### config.mk
export PLATFORM = sky130hd
export DESIGN_NAME = edgeport_irq
export DESIGN_NICKNAME = d
export VERILOG_FILES = /design/src/rtl/edgeport_pkg.sv /design/src/rtl/edgeport_sync.sv /design/src/rtl/edgeport_detect.sv /design/src/rtl/edgeport_bus.sv /design/src/rtl/edgeport_irq.sv
export SDC_FILE = /design/constraint.sdc
export NUM_CORES = 1
export LEC_CHECK = 0
export ABC_AREA = 1
export BUFFER_PORTS_ARGS = -buffer_cell sky130_fd_sc_hd__buf_2
export CAP_MARGIN = 0
export CORE_MARGIN = 2
export CORE_UTILIZATION = 50
export CTS_CLUSTER_SIZE = 25
export DETAILED_ROUTE_END_ITERATION = 6
export GPL_ROUTABILITY_DRIVEN = 0
export PLACE_DENSITY = 0.73
export RECOVER_POWER = 100
export SLEW_MARGIN = 40
export SYNTH_ARGS = -nofsm -noshare
export SYNTH_HDL_FRONTEND = slang
export SYNTH_SLANG_ARGS = --single-unit
export TNS_END_PERCENT = 20
### constraint.sdc
create_clock -name clk -period 1.8 [get_ports clk]
set_input_delay 0.18 -clock clk [delete_from_list [all_inputs] [get_ports clk]]
set_output_delay 0.18 -clock clk [all_outputs]
set_load 0.05 [all_outputs]
### src/rtl/edgeport_pkg.sv
package edgeport_pkg;

    localparam int unsigned PINS       = 8;
    localparam int unsigned BUS_W      = 16;
    localparam int unsigned CFG_W      = 2 * PINS;
    localparam int unsigned IDX_W      = 2;
    // word indices below this limit require supervisor privilege
    localparam logic [IDX_W-1:0] SUPV_LIMIT = 2'd2;

    localparam logic [IDX_W-1:0] IDX_CFG  = 2'd0;
    localparam logic [IDX_W-1:0] IDX_DIR  = 2'd1;
    localparam logic [IDX_W-1:0] IDX_DATA = 2'd2;
    localparam logic [IDX_W-1:0] IDX_FLAG = 2'd3;

    typedef enum logic [1:0] {
        BUS_IDLE = 2'd0,
        BUS_ACK  = 2'd1,
        BUS_ERR  = 2'd2
    } bus_state_e;

    typedef enum logic [1:0] {
        SENSE_LOW  = 2'b00,
        SENSE_RISE = 2'b01,
        SENSE_FALL = 2'b10,
        SENSE_BOTH = 2'b11
    } sense_e;

endpackage

### src/rtl/edgeport_sync.sv
module edgeport_sync #(
    parameter int unsigned WIDTH  = 8,
    parameter int unsigned STAGES = 2
) (
    input  logic             clk,
    input  logic             rst_n,
    input  logic [WIDTH-1:0] din,
    output logic [WIDTH-1:0] dout
);

    logic [STAGES-1:0][WIDTH-1:0] stg_q;

    // idle-high reset so no edge or low level is seen before real samples arrive
    always_ff @(posedge clk or negedge rst_n) begin
        if (!rst_n) begin
            stg_q <= '1;
        end else begin
            stg_q[0] <= din;
            for (int k = 1; k < int'(STAGES); k++) begin
                stg_q[k] <= stg_q[k-1];
            end
        end
    end

    assign dout = stg_q[STAGES-1];

endmodule

### src/rtl/edgeport_detect.sv
module edgeport_detect
    import edgeport_pkg::*;
(
    input  logic             clk,
    input  logic             rst_n,
    input  logic             stop,
    input  logic [PINS-1:0]  smp,
    input  logic [CFG_W-1:0] cfg,
    input  logic [PINS-1:0]  clr,
    output logic [PINS-1:0]  flag
);

    logic [PINS-1:0] prev_q;

    always_ff @(posedge clk or negedge rst_n) begin
        if (!rst_n) prev_q <= '1;
        else        prev_q <= smp;
    end

    for (genvar i = 0; i < int'(PINS); i++) begin : g_pin
        sense_e mode;
        logic   rise;
        logic   fall;
        logic   hit;
        logic   flag_q;

        assign mode = sense_e'(cfg[2*i +: 2]);
        assign rise = smp[i] & ~prev_q[i];
        assign fall = ~smp[i] & prev_q[i];

        always_comb begin
            unique case (mode)
                SENSE_RISE: hit = rise;
                SENSE_FALL: hit = fall;
                SENSE_BOTH: hit = rise | fall;
                default:    hit = 1'b0;
            endcase
            if (stop) hit = 1'b0;
        end

        always_ff @(posedge clk or negedge rst_n) begin
            if (!rst_n)                flag_q <= 1'b0;
            else if (mode == SENSE_LOW) flag_q <= ~smp[i];
            else                       flag_q <= hit | (flag_q & ~clr[i]);
        end

        assign flag[i] = flag_q;

        // a synchronized rising edge in rising mode sets the flag next cycle
        a_r8_rise_sets: assert property (@(posedge clk) disable iff (!rst_n)
            (mode == SENSE_RISE && smp[i] && !prev_q[i] && !stop) |=> flag_q);

        // level flag tracks the inverted synchronized sample
        a_r10_level_follows: assert property (@(posedge clk) disable iff (!rst_n)
            (mode == SENSE_LOW) |=> (flag_q == !$past(smp[i])));

        // stop prevents an edge-mode flag from becoming set
        a_r12_stop_blocks_edge: assert property (@(posedge clk) disable iff (!rst_n)
            (stop && mode != SENSE_LOW && !flag_q) |=> !flag_q);
    end

endmodule

### src/rtl/edgeport_bus.sv
module edgeport_bus
    import edgeport_pkg::*;
(
    input  logic             clk,
    input  logic             rst_n,
    input  logic             req,
    input  logic             we,
    input  logic [IDX_W-1:0] idx,
    input  logic             sup,
    input  logic [BUS_W-1:0] wdata,
    input  logic [PINS-1:0]  pin_smp,
    input  logic [PINS-1:0]  flag,
    output logic [BUS_W-1:0] rdata,
    output logic             ack,
    output logic             err,
    output logic [CFG_W-1:0] cfg,
    output logic [PINS-1:0]  dir,
    output logic [PINS-1:0]  ien,
    output logic [PINS-1:0]  dout,
    output logic [PINS-1:0]  clr
);

    bus_state_e      state_q, state_nx;
    logic            accept;
    logic            deny;
    logic            grant;
    logic [BUS_W-1:0] rd_mux;

    assign accept = (state_q == BUS_IDLE) && req;
    assign deny   = accept && !sup && (idx < SUPV_LIMIT);
    assign grant  = accept && !deny;

    // state register
    always_ff @(posedge clk or negedge rst_n) begin
        if (!rst_n) state_q <= BUS_IDLE;
        else        state_q <= state_nx;
    end

    // next state
    always_comb begin
        state_nx = state_q;
        unique case (state_q)
            BUS_IDLE: if (req) state_nx = deny ? BUS_ERR : BUS_ACK;
            BUS_ACK:  state_nx = BUS_IDLE;
            BUS_ERR:  state_nx = BUS_IDLE;
            default:  state_nx = BUS_IDLE;
        endcase
    end

    always_comb begin
        unique case (idx)
            IDX_CFG:  rd_mux = cfg;
            IDX_DIR:  rd_mux = {dir, ien};
            IDX_DATA: rd_mux = {dout, pin_smp};
            default:  rd_mux = {flag, {PINS{1'b0}}};
        endcase
    end

    assign clr = (grant && we && idx == IDX_FLAG) ? wdata[BUS_W-1:PINS] : '0;

    // outputs and register file
    always_ff @(posedge clk or negedge rst_n) begin
        if (!rst_n) begin
            cfg   <= '0;
            dir   <= '0;
            ien   <= '0;
            dout  <= '0;
            rdata <= '0;
        end else begin
            rdata <= (grant && !we) ? rd_mux : '0;
            if (grant && we) begin
                unique case (idx)
                    IDX_CFG:  cfg <= wdata;
                    IDX_DIR:  begin
                        dir <= wdata[BUS_W-1:PINS];
                        ien <= wdata[PINS-1:0];
                    end
                    IDX_DATA: dout <= wdata[BUS_W-1:PINS];
                    default:  ;
                endcase
            end
        end
    end

    assign ack = (state_q == BUS_ACK);
    assign err = (state_q == BUS_ERR);

    // an accepted request is answered once on the next cycle
    a_r2_one_response: assert property (@(posedge clk) disable iff (!rst_n)
        (state_q == BUS_IDLE && req) |=> (ack ^ err));

    // responses never come back to back
    a_r2_no_back_to_back: assert property (@(posedge clk) disable iff (!rst_n)
        (ack || err) |=> (!ack && !err));

    // user access to a supervisor word errors and writes nothing
    a_r3_user_denied: assert property (@(posedge clk) disable iff (!rst_n)
        (state_q == BUS_IDLE && req && !sup && idx < SUPV_LIMIT)
        |=> (err && $stable(cfg) && $stable(dir) && $stable(ien) && rdata == '0));

endmodule

### src/rtl/edgeport_irq.sv
module edgeport_irq
    import edgeport_pkg::*;
#(
    parameter int unsigned SYNC_STAGES = 2
) (
    input  logic        clk,
    input  logic        rst_n,
    input  logic        stop,
    input  logic [7:0]  pin_in,
    output logic [7:0]  pin_out,
    output logic [7:0]  pin_oe,
    input  logic        bus_req,
    input  logic        bus_we,
    input  logic [1:0]  bus_idx,
    input  logic        bus_sup,
    input  logic [15:0] bus_wdata,
    output logic [15:0] bus_rdata,
    output logic        bus_ack,
    output logic        bus_err,
    output logic [7:0]  irq,
    output logic        wake
);

    logic [PINS-1:0]  smp;
    logic [PINS-1:0]  flag;
    logic [PINS-1:0]  clr;
    logic [PINS-1:0]  dir;
    logic [PINS-1:0]  ien;
    logic [PINS-1:0]  dout;
    logic [CFG_W-1:0] cfg;
    logic [PINS-1:0]  lvl_mask;

    edgeport_sync #(.WIDTH(PINS), .STAGES(SYNC_STAGES)) u_sync (
        .clk  (clk),
        .rst_n(rst_n),
        .din  (pin_in),
        .dout (smp)
    );

    edgeport_detect u_detect (
        .clk  (clk),
        .rst_n(rst_n),
        .stop (stop),
        .smp  (smp),
        .cfg  (cfg),
        .clr  (clr),
        .flag (flag)
    );

    edgeport_bus u_bus (
        .clk    (clk),
        .rst_n  (rst_n),
        .req    (bus_req),
        .we     (bus_we),
        .idx    (bus_idx),
        .sup    (bus_sup),
        .wdata  (bus_wdata),
        .pin_smp(smp),
        .flag   (flag),
        .rdata  (bus_rdata),
        .ack    (bus_ack),
        .err    (bus_err),
        .cfg    (cfg),
        .dir    (dir),
        .ien    (ien),
        .dout   (dout),
        .clr    (clr)
    );

    for (genvar i = 0; i < int'(PINS); i++) begin : g_lvl
        assign lvl_mask[i] = (cfg[2*i +: 2] == SENSE_LOW);
    end

    assign irq     = flag & ien;
    assign pin_out = dout;
    assign pin_oe  = dir;
    // raw pin path, no synchronizer: must work with the clock stopped
    assign wake    = |(ien & lvl_mask & ~pin_in);

endmodule

==> run metrics, run 1 <==
wire per inst roughly 15 microns; die area between 0.009 and 0.01 sq mm; Core ar. about 0.0081 sq mm; CP startpoint kind flip-flop; CTS tree done; DRT Wirelength just over 10,000 microns; Most used DFF post-synth dfrtp_1; vias in the first global route between 3,000 and 4,000; sequential-to-total area share from yosys stat 0.551; Top Registers u_bus.cfg (16), u_bus.rdata (16); Port Buffer Count between 70 and 80; combinational share of power 0.299; htree depth 3; Final nets 602; Synth Cell Area just over 0.004 sq mm; Clk Latency, worst-skew pair about 0.36 ns; initial antenna violation count 0; total iterations of the first detailed-routing run 5; final worst slack roughly 0.11 ns; Final Critical Period about 1.7 ns; Total Routing Usage GR 0.241; drt via density ~5.2; Lkg Pwr ~2.4 nW; P&R area growth vs syn 18.7%; die height 95.0 microns; max frequency roughly 0.59 GHz; number of DRC violations after detailed-routing iteration 0 approximately 230; GR Overflow Total 0; Internal between 3 and 4 mW; fraction of layout cells with a size suffix above 1 0.166; Slew Viols, Final 0; Longest Clk Path Bufs 2; syn nets about 500; kind of critical path flip-flop to primary output; detailed-route via count approximately 3,500; Num CTS Buffers 9; status finished clean; DIE WIDTH 95.0 microns; Root Driver clkbuf_8; post-DP HPWL 7180 microns; cell count after synthesis 462; P_sw approximately 2.3 mW; dpl ws about 0.15 ns; Critical Path AT approximately 1.5 ns; sequential power share 0.462; diode count 0; Antenna Violating Nets Remaining 0; Fin. Hold Viols 0; DRC violations left 0; worst hold slack between 0.05 and 0.06 ns; Switching Share 0.394; maximum VDD drop a little under 0.6 mV; PD cells ~1200 mW/mm^2; Worst-Margin Slew about 0.66 ns; Worst Path Required 1.62 ns; Yosys cell types 24; Power Total ~6 mW; slew margin rel. 0.560; Reg clk slew, reported paths roughly 0.090 ns; flop-to-flop setup slack approximately 0.17 ns; ys async rst share 1.00; fin crit share 0.941; largest net degree at the start of global routing 65; CP Max Fanout 5; # IOs between 70 and 80; Setup Skew 0.00954 ns; Starting Density 0.509; nature of the critical path endpoint primary output; Clock Power Share 0.239; Ys Warns 0; clk sinks 90; Hold Crit Class input pin to flip-flop; register bit total from synthesis 90; Finish-stage setup viols 0; first-pass GRT wire length about 16,000 microns; syn_area_per_cell 8.96 sq um; std cell rows 33; max_cap viols 0; number of flops mapped to enable cells by yosys 0
-- cells in the final DEF, fill, tap and decap left out, types with 2 or more instances in the layout --
cell / netlist / layout
dlygate4sd3_1: 0 / 10
o21ai_1: 26 / 13
clkbuf_4: 0 / 2
nor2_1: 29 / 20
nand2_1: 119 / 118
nor3_1: 18 / 16
buf_6: 1 / 2
clkbuf_1: 1 / 51
dfstp_1: 0 / 8
clkinvlp_4: 0 / 2
a41oi_1: 8 / 8
clkbuf_2: 0 / 2
dfrtp_1: 66 / 61
buf_2: 10 / 22
buf_4: 4 / 9
dfrtp_2: 0 / 5
nand3_1: 9 / 11
o21ai_0: 4 / 29
nor2_2: 3 / 8
nand4_1: 8 / 8
clkbuf_8: 0 / 11
inv_1: 66 / 66
nor2_4: 1 / 5
ha_1: 16 / 16
o22ai_1: 6 / 5
o21ai_2: 14 / 2
dfstp_2: 24 / 16
a21oi_1: 24 / 24
-- cells in the mapped netlist, drive strengths merged, types with 6 or more instances --
library cell,n,share of area
a21oi,24,0.029
a41oi,8,0.017
buf,15,0.022
dfrtp,66,0.40
dfstp,24,0.15
ha,16,0.048
inv,66,0.060
nand2,119,0.11
nand3,12,0.018
nand4,8,0.012
nor2,33,0.034
nor3,18,0.022
o21ai,44,0.066
o22ai,6,0.0091
-- worst paths after layout --
path	to	cells past startpoint	startpoint
worst min register to register	u_sync.dout[6]	0	u_sync.stg_q[6]
min in group asynchronous	u_bus.rdata[14]	2	rst_n
worst max register to register	u_bus.dir[7]	7	u_bus.state_q[0]
worst max-delay path	wake	6	u_bus.cfg[9]
worst min-delay path	u_bus.state_q[1]	2	bus_idx[1]
max in group asynchronous	u_bus.cfg[13]	3	rst_n
-- per-layer routing --
metal	track usage	vias to the layer above	wire, microns
met5	0	-	0
met4	0.103	0	245
met3	0.0451	22	678
met2	0.385	118	4930
met1	0.324	1674	4430
li1	-	1671	-
-- cell families after synthesis --
logic type,Yosys count,share of synthesized area
simple gates,191,0.195
flops,90,0.551
compound gates,83,0.123
buf+inv,82,0.0828
fa+ha+maj,16,0.0483
-- stage by stage --
stage | cell area, sq um | std cells | setup TNS [ns] | util
after detailed placement | 4650 | 636 | 0 | 0.571
after global routing | 4910 | 664 | -0.00580 | 0.604
after global placement | 4650 | 636 | 0 | 0.571
final | 4910 | 664 | 0 | 0.604
after CTS | 4980 | 663 | 0 | 0.612
after floorplan | 4140 | 462 | 0 | -
-- power groups by stage --
stage	combinational [mW]	clock, mW	sequential (mW)
2_1_floorplan	0.923	0	3.03
3_3_place_gp	1.71	0	2.73
3_5_place_dp	1.76	0	2.75
4_1_cts	1.82	1.44	2.72
5_1_grt	1.96	1.54	2.80
6_report	1.78	1.42	2.75
-- cell type report --
cell class                 instances  area [sq um]
clock buffer                      12           155
clock inverter                     4          50.0
fill                             735          3220
inverter                          66           248
multi-input combinational        290          1530
sequential                        90          2290
tap                              105           131
timing repair buffer              97           513
-- timing repair --
action | in CTS | in global routing
gates cloned | 0 | 0
pin swaps | 0 | 1
resized for setup | 7 | 19
hold buffers | 10 | 0
buffers inserted | 1 | 1
endpoints found under the setup margin | 1 | 4
hold endpoints to repair | 31 | 0
-- worst max-delay path, stage by stage (launching register included) --
cell     delay, ns
dfrtp_1       0.46
nor2_4        0.14
inv_1         0.10
nor3_4        0.15
nor3_2        0.08
nand2_1       0.08
buf_6         0.16
Power figures use the tool's default switching activity.
==> run 2, diff against run 1 <==
Settings changed: CORE_MARGIN 2 to 4.
==> run metrics, run 2 (synthesized netlist as in run 1, its figures left out) <==
status finished clean (unchanged); Worst Path Required 1.62 ns (about the same); PD cells 1200 mW/mm^2 (was 1210 mW/mm^2); Core ar. 0.00789 sq mm (was 0.00813 sq mm); Fin. Hold Viols 0 (unchanged); CTS tree done (unchanged); total iterations of the first detailed-routing run 5 (unchanged); Num CTS Buffers 9 (unchanged); Finish-stage setup viols 0 (unchanged); std cell rows 32 (was 33); Hold Crit Class input pin to flip-flop (unchanged); Final Critical Period 1.69 ns (about the same); Longest Clk Path Bufs 2 (unchanged); Power Total 5.84 mW (was 5.95 mW); Root Driver clkbuf_8 (unchanged); htree depth 3 (unchanged); die area 0.00980 sq mm (was 0.00903 sq mm); Clk Latency, worst-skew pair 0.36 ns (about the same); initial antenna violation count 0 (unchanged); kind of critical path flip-flop to primary output (unchanged); vias in the first global route 3,451 (was 3,371); Slew Viols, Final 0 (unchanged); Reg clk slew, reported paths 0.09 ns (about the same); slew margin rel. 0.394 (was 0.560); max_cap viols 0 (unchanged); GR Overflow Total 0 (unchanged); CP startpoint kind flip-flop (unchanged); largest net degree at the start of global routing 39 (was 65); Top Registers u_bus.cfg (16), u_bus.rdata (16) (unchanged); commonest non-fill, non-tap cell in the layout nand2_1 (unchanged); clk sinks 90 (unchanged); DIE WIDTH 99.0 microns (was 95.0 microns); DRT Wirelength 10,200 microns (was 10,300 microns); nature of the critical path endpoint primary output (unchanged); diode count 0 (unchanged); Setup TNS 0 ns (unchanged); Starting Density 0.525 (was 0.509); final non-filler cell total 658 (was 664); unrepaired setup endpoints after global routing false; maximum VDD drop 0.620 mV (was 0.591 mV); flop-to-flop setup slack 0.21 ns (was 0.17 ns); Antenna Violating Nets Remaining 0 (unchanged); post-DP HPWL 7300 microns (was 7180 microns); Lkg Pwr 2.35 nW (was 2.37 nW); number of DRC violations after detailed-routing iteration 0 176 (was 225); Total Routing Usage GR 0.220 (was 0.241); drt via density 5.24 (was 5.25); P&R area growth vs syn 17.1% (was 18.7%); Worst-Margin Slew 0.910 ns (was 0.659 ns); die height 99.0 microns (was 95.0 microns); dpl cells 632 (was 636); commonest non-fill, non-tap cells in the layout nand2_1 (119), inv_1 (66), dfrtp_1 (61) (was nand2_1 (118), inv_1 (66), dfrtp_1 (61)); first-pass GRT wire length 17,100 microns (was 16,400 microns); FILL cells 709 (was 735); Critical Path AT 1.51 ns (about the same); Final nets 600 (was 602); # IOs 75 (unchanged); Port Buffer Count 74 (unchanged); fin crit share 0.941 (about the same); max frequency 0.590 GHz (was 0.591 GHz); wire per inst 15.6 microns (was 15.5 microns); fraction of layout cells with a size suffix above 1 0.149 (was 0.166); CP Max Fanout 6 (was 5); Setup Skew 0.00851 ns (was 0.00954 ns); detailed-route via count 3,445 (was 3,485); DRC violations left 0 (unchanged)
## run 2: path summary, 6_finish.rpt
| path | start | to | cells after the start |
|---|---|---|---|
| setup reg to reg | u_bus.state_q[1] | u_bus.cfg[14] | 6 |
| min in group asynchronous | rst_n | u_bus.dir[3] | 2 |
| hold reg to reg | u_sync.stg_q[0] | u_sync.dout[0] | 0 |
| max in group asynchronous | rst_n | u_detect.prev_q[4] | 3 |
| setup / recovery | u_bus.cfg[15] | wake | 6 |
| hold / removal | bus_sup | u_bus.state_q[1] | 2 |
## run 2: critical path: stages, from the launching register on
cell	delay (ns)
dfrtp_2	0.45
nor2_2	0.14
nand2_1	0.06
nor2_1	0.14
nor3_1	0.09
nand2_1	0.09
buf_6	0.16
## run 2: through the flow
| step | hold slack (ns) | cell area, sq um | utilization | setup WS [ns] |
|---|---|---|---|---|
| 4_1_cts | 0.00500 | 4920 | 0.624 | 0.00165 |
| 3_5_place_dp | 0.168 | 4630 | 0.588 | 0.223 |
| 6_report | 0.0124 | 4850 | 0.615 | 0.106 |
| 3_3_place_gp | 0.170 | 4630 | 0.588 | 0.307 |
| 2_1_floorplan | -0.116 | 4140 | - | 0.462 |
| 5_1_grt | 0.00327 | 4850 | 0.615 | 0.00719 |
## run 2: report_power, final
part           switching (mW)  internal (mW)  total [mW]
clock network           0.678          0.675        1.35
registers               0.385           2.38        2.76
logic                    1.23          0.489        1.72
## run 2: metal layers
metal	routed length, microns	part of all wire	global-route usage	vias to the layer above
li1	-	-	-	1665
met1	4580	0.45	0.299	1639
met5	0	0	0	-
met3	631	0.062	0.0396	20
met4	230	0.022	0.0861	0
met2	4800	0.47	0.351	121
## run 2: area by class of cell
| class | count | area, sq um | area share |
|---|---|---|---|
| clock buffers | 13 | 149 | 0.0307 |
| clock inverters | 2 | 37.5 | 0.00774 |
| inverters | 66 | 248 | 0.0511 |
| multi-input cells | 290 | 1490 | 0.308 |
| flip-flops and latches | 90 | 2290 | 0.472 |
| well taps | 102 | 128 | 0.0263 |
| repair buffers | 95 | 504 | 0.104 |
## run 2: what timing repair did
action                                 CTS  global route
setup endpoints to repair                1             1
setup buffers                            0             2
hold buffers                             9             0
endpoints found under the hold margin   40             0
gates resized for setup                  3            17
==> run 3, diff against run 2 <==
Settings changed: PLACE_DENSITY 0.73 to 0.81.
==> run metrics, run 3 (synthesized netlist as in run 1, its figures left out) <==
commonest non-fill, non-tap cell in the layout nand2_1 (unchanged); largest net degree at the start of global routing 40 (was 39); Reg clk slew, reported paths 0.10 ns (was 0.09 ns); Slew Viols, Final 0 (unchanged); post-DP HPWL 7400 microns (was 7300 microns); FILL cells 706 (was 709); post-route cell area 0.00486 sq mm (was 0.00485 sq mm); max frequency 0.577 GHz (was 0.590 GHz); Final Critical Period 1.73 ns (was 1.69 ns); final non-filler cell total 661 (was 658); footprint of the multi-input gates 0.00149 sq mm (about the same); DP Area 0.00463 sq mm (about the same); Worst Path Required 1.62 ns (about the same); fin crit share 0.963 (was 0.941); Fin. Hold Viols 0 (unchanged); die height 99.0 microns (unchanged); first-pass GRT wire length 16,700 microns (was 17,100 microns); Setup Skew 0.0125 ns (was 0.00851 ns); commonest non-fill, non-tap cells in the layout nand2_1 (119), inv_1 (66), dfrtp_1 (57) (was nand2_1 (119), inv_1 (66), dfrtp_1 (61)); max_cap viols 0 (unchanged); nature of the critical path endpoint primary output (unchanged); Total Routing Usage GR 0.214 (was 0.220); Clk Latency, worst-skew pair 0.37 ns (was 0.36 ns); CP Max Fanout 6 (unchanged); fraction of layout cells with a size suffix above 1 0.163 (was 0.149); diode count 0 (unchanged); final worst slack 0.0660 ns (was 0.106 ns); std cell rows 32 (unchanged); Finish-stage setup viols 0 (unchanged); Port Buffer Count 74 (unchanged); die area 0.00980 sq mm (unchanged); detailed-route via count 3,528 (was 3,445); drt via density 5.34 (was 5.24); status finished clean (unchanged); DRC violations left 0 (unchanged); Final nets 602 (was 600); Worst-Margin Slew 0.868 ns (was 0.910 ns); vias in the first global route 3,412 (was 3,451); htree depth 3 (unchanged); Longest Clk Path Bufs 2 (unchanged); Core ar. 0.00789 sq mm (unchanged); Starting Density 0.525 (unchanged); PD cells 1190 mW/mm^2 (was 1200 mW/mm^2); dpl ws 0.241 ns (was 0.223 ns); final core occ 0.616 (was 0.615); Power Total 5.78 mW (was 5.84 mW); maximum VDD drop 0.423 mV (was 0.620 mV); worst hold slack 0.0482 ns (was 0.0124 ns); Lkg Pwr 2.34 nW (was 2.35 nW); dpl cells 631 (was 632); GR Overflow Total 0 (unchanged); slew margin rel. 0.421 (was 0.394); initial antenna violation count 0 (unchanged); wire per inst 15.6 microns (about the same); DRT Wirelength 10,300 microns (was 10,200 microns); Root Driver clkbuf_8 (unchanged); Num CTS Buffers 9 (unchanged); DIE WIDTH 99.0 microns (unchanged); kind of critical path flip-flop to primary output (unchanged); clk sinks 90 (unchanged); Top Registers u_bus.cfg (16), u_bus.rdata (16) (unchanged); # IOs 75 (unchanged); Critical Path AT 1.55 ns (was 1.51 ns); CTS tree done (unchanged); Antenna Violating Nets Remaining 0 (unchanged); P&R area growth vs syn 17.3% (was 17.1%); total iterations of the first detailed-routing run 5 (unchanged); FF+latch area 0.00229 sq mm (about the same); CP startpoint kind flip-flop (unchanged); Setup TNS 0 ns (unchanged); Hold Crit Class input pin to flip-flop (unchanged); number of DRC violations after detailed-routing iteration 0 213 (was 176)
run 3: final timing paths:
| kind | from | to | slack, ns | depth (start not counted) |
|---|---|---|---|---|
| worst min register to register | u_sync.stg_q[6] | u_sync.dout[6] | 0.36 | 0 |
| worst max-delay path | u_bus.cfg[14] | wake | 0.07 | 6 |
| min in group asynchronous | rst_n | u_bus.cfg[6] | 0.45 | 2 |
| worst max register to register | u_bus.state_q[0] | u_bus.cfg[15] | 0.23 | 6 |
| worst min-delay path | bus_idx[1] | u_bus.state_q[1] | 0.05 | 2 |
| max in group asynchronous | rst_n | u_sync.stg_q[4] | 0.34 | 3 |
run 3: worst max-delay path: stages, from the launching register on:
cell and delay, ns:
dfrtp_2 0.46, nor2_2 0.16, nand2_1 0.07, nor2_1 0.15
nor3_1 0.10, nand2_1 0.10, buf_6 0.16
run 3: final cells by class:
| cell class | count | area share |
|---|---|---|
| clock inverters | 5 | 0.00825 |
| inverters | 66 | 0.0510 |
| repair buffers | 97 | 0.106 |
| multi-input cells | 290 | 0.307 |
| flip-flops and latches | 90 | 0.472 |
| clock buffers | 11 | 0.0291 |
| well taps | 102 | 0.0263 |
run 3: layer usage:
| metal | vias up | track usage | wire length, microns |
|---|---|---|---|
| met1 | 1698 | 0.281 | 4380 |
| met2 | 142 | 0.345 | 5080 |
| met4 | 0 | 0.0998 | 217 |
| met5 | - | 0 | 0 |
| met3 | 18 | 0.0403 | 644 |
| li1 | 1670 | - | - |
run 3: what timing repair did:
action,4_1_cts,5_1_grt
gates resized for setup,6,17
buffers inserted,1,3
hold endpoints to repair,28,0
setup endpoints to repair,1,1
hold buffers,10,0
run 3: power by group:
part	leakage (nW)	internal, mW	switching (mW)
Clock	0.0818	0.544	0.735
Sequential	1.08	2.38	0.386
Combinational	1.18	0.488	1.24
Total	2.34	3.42	2.36
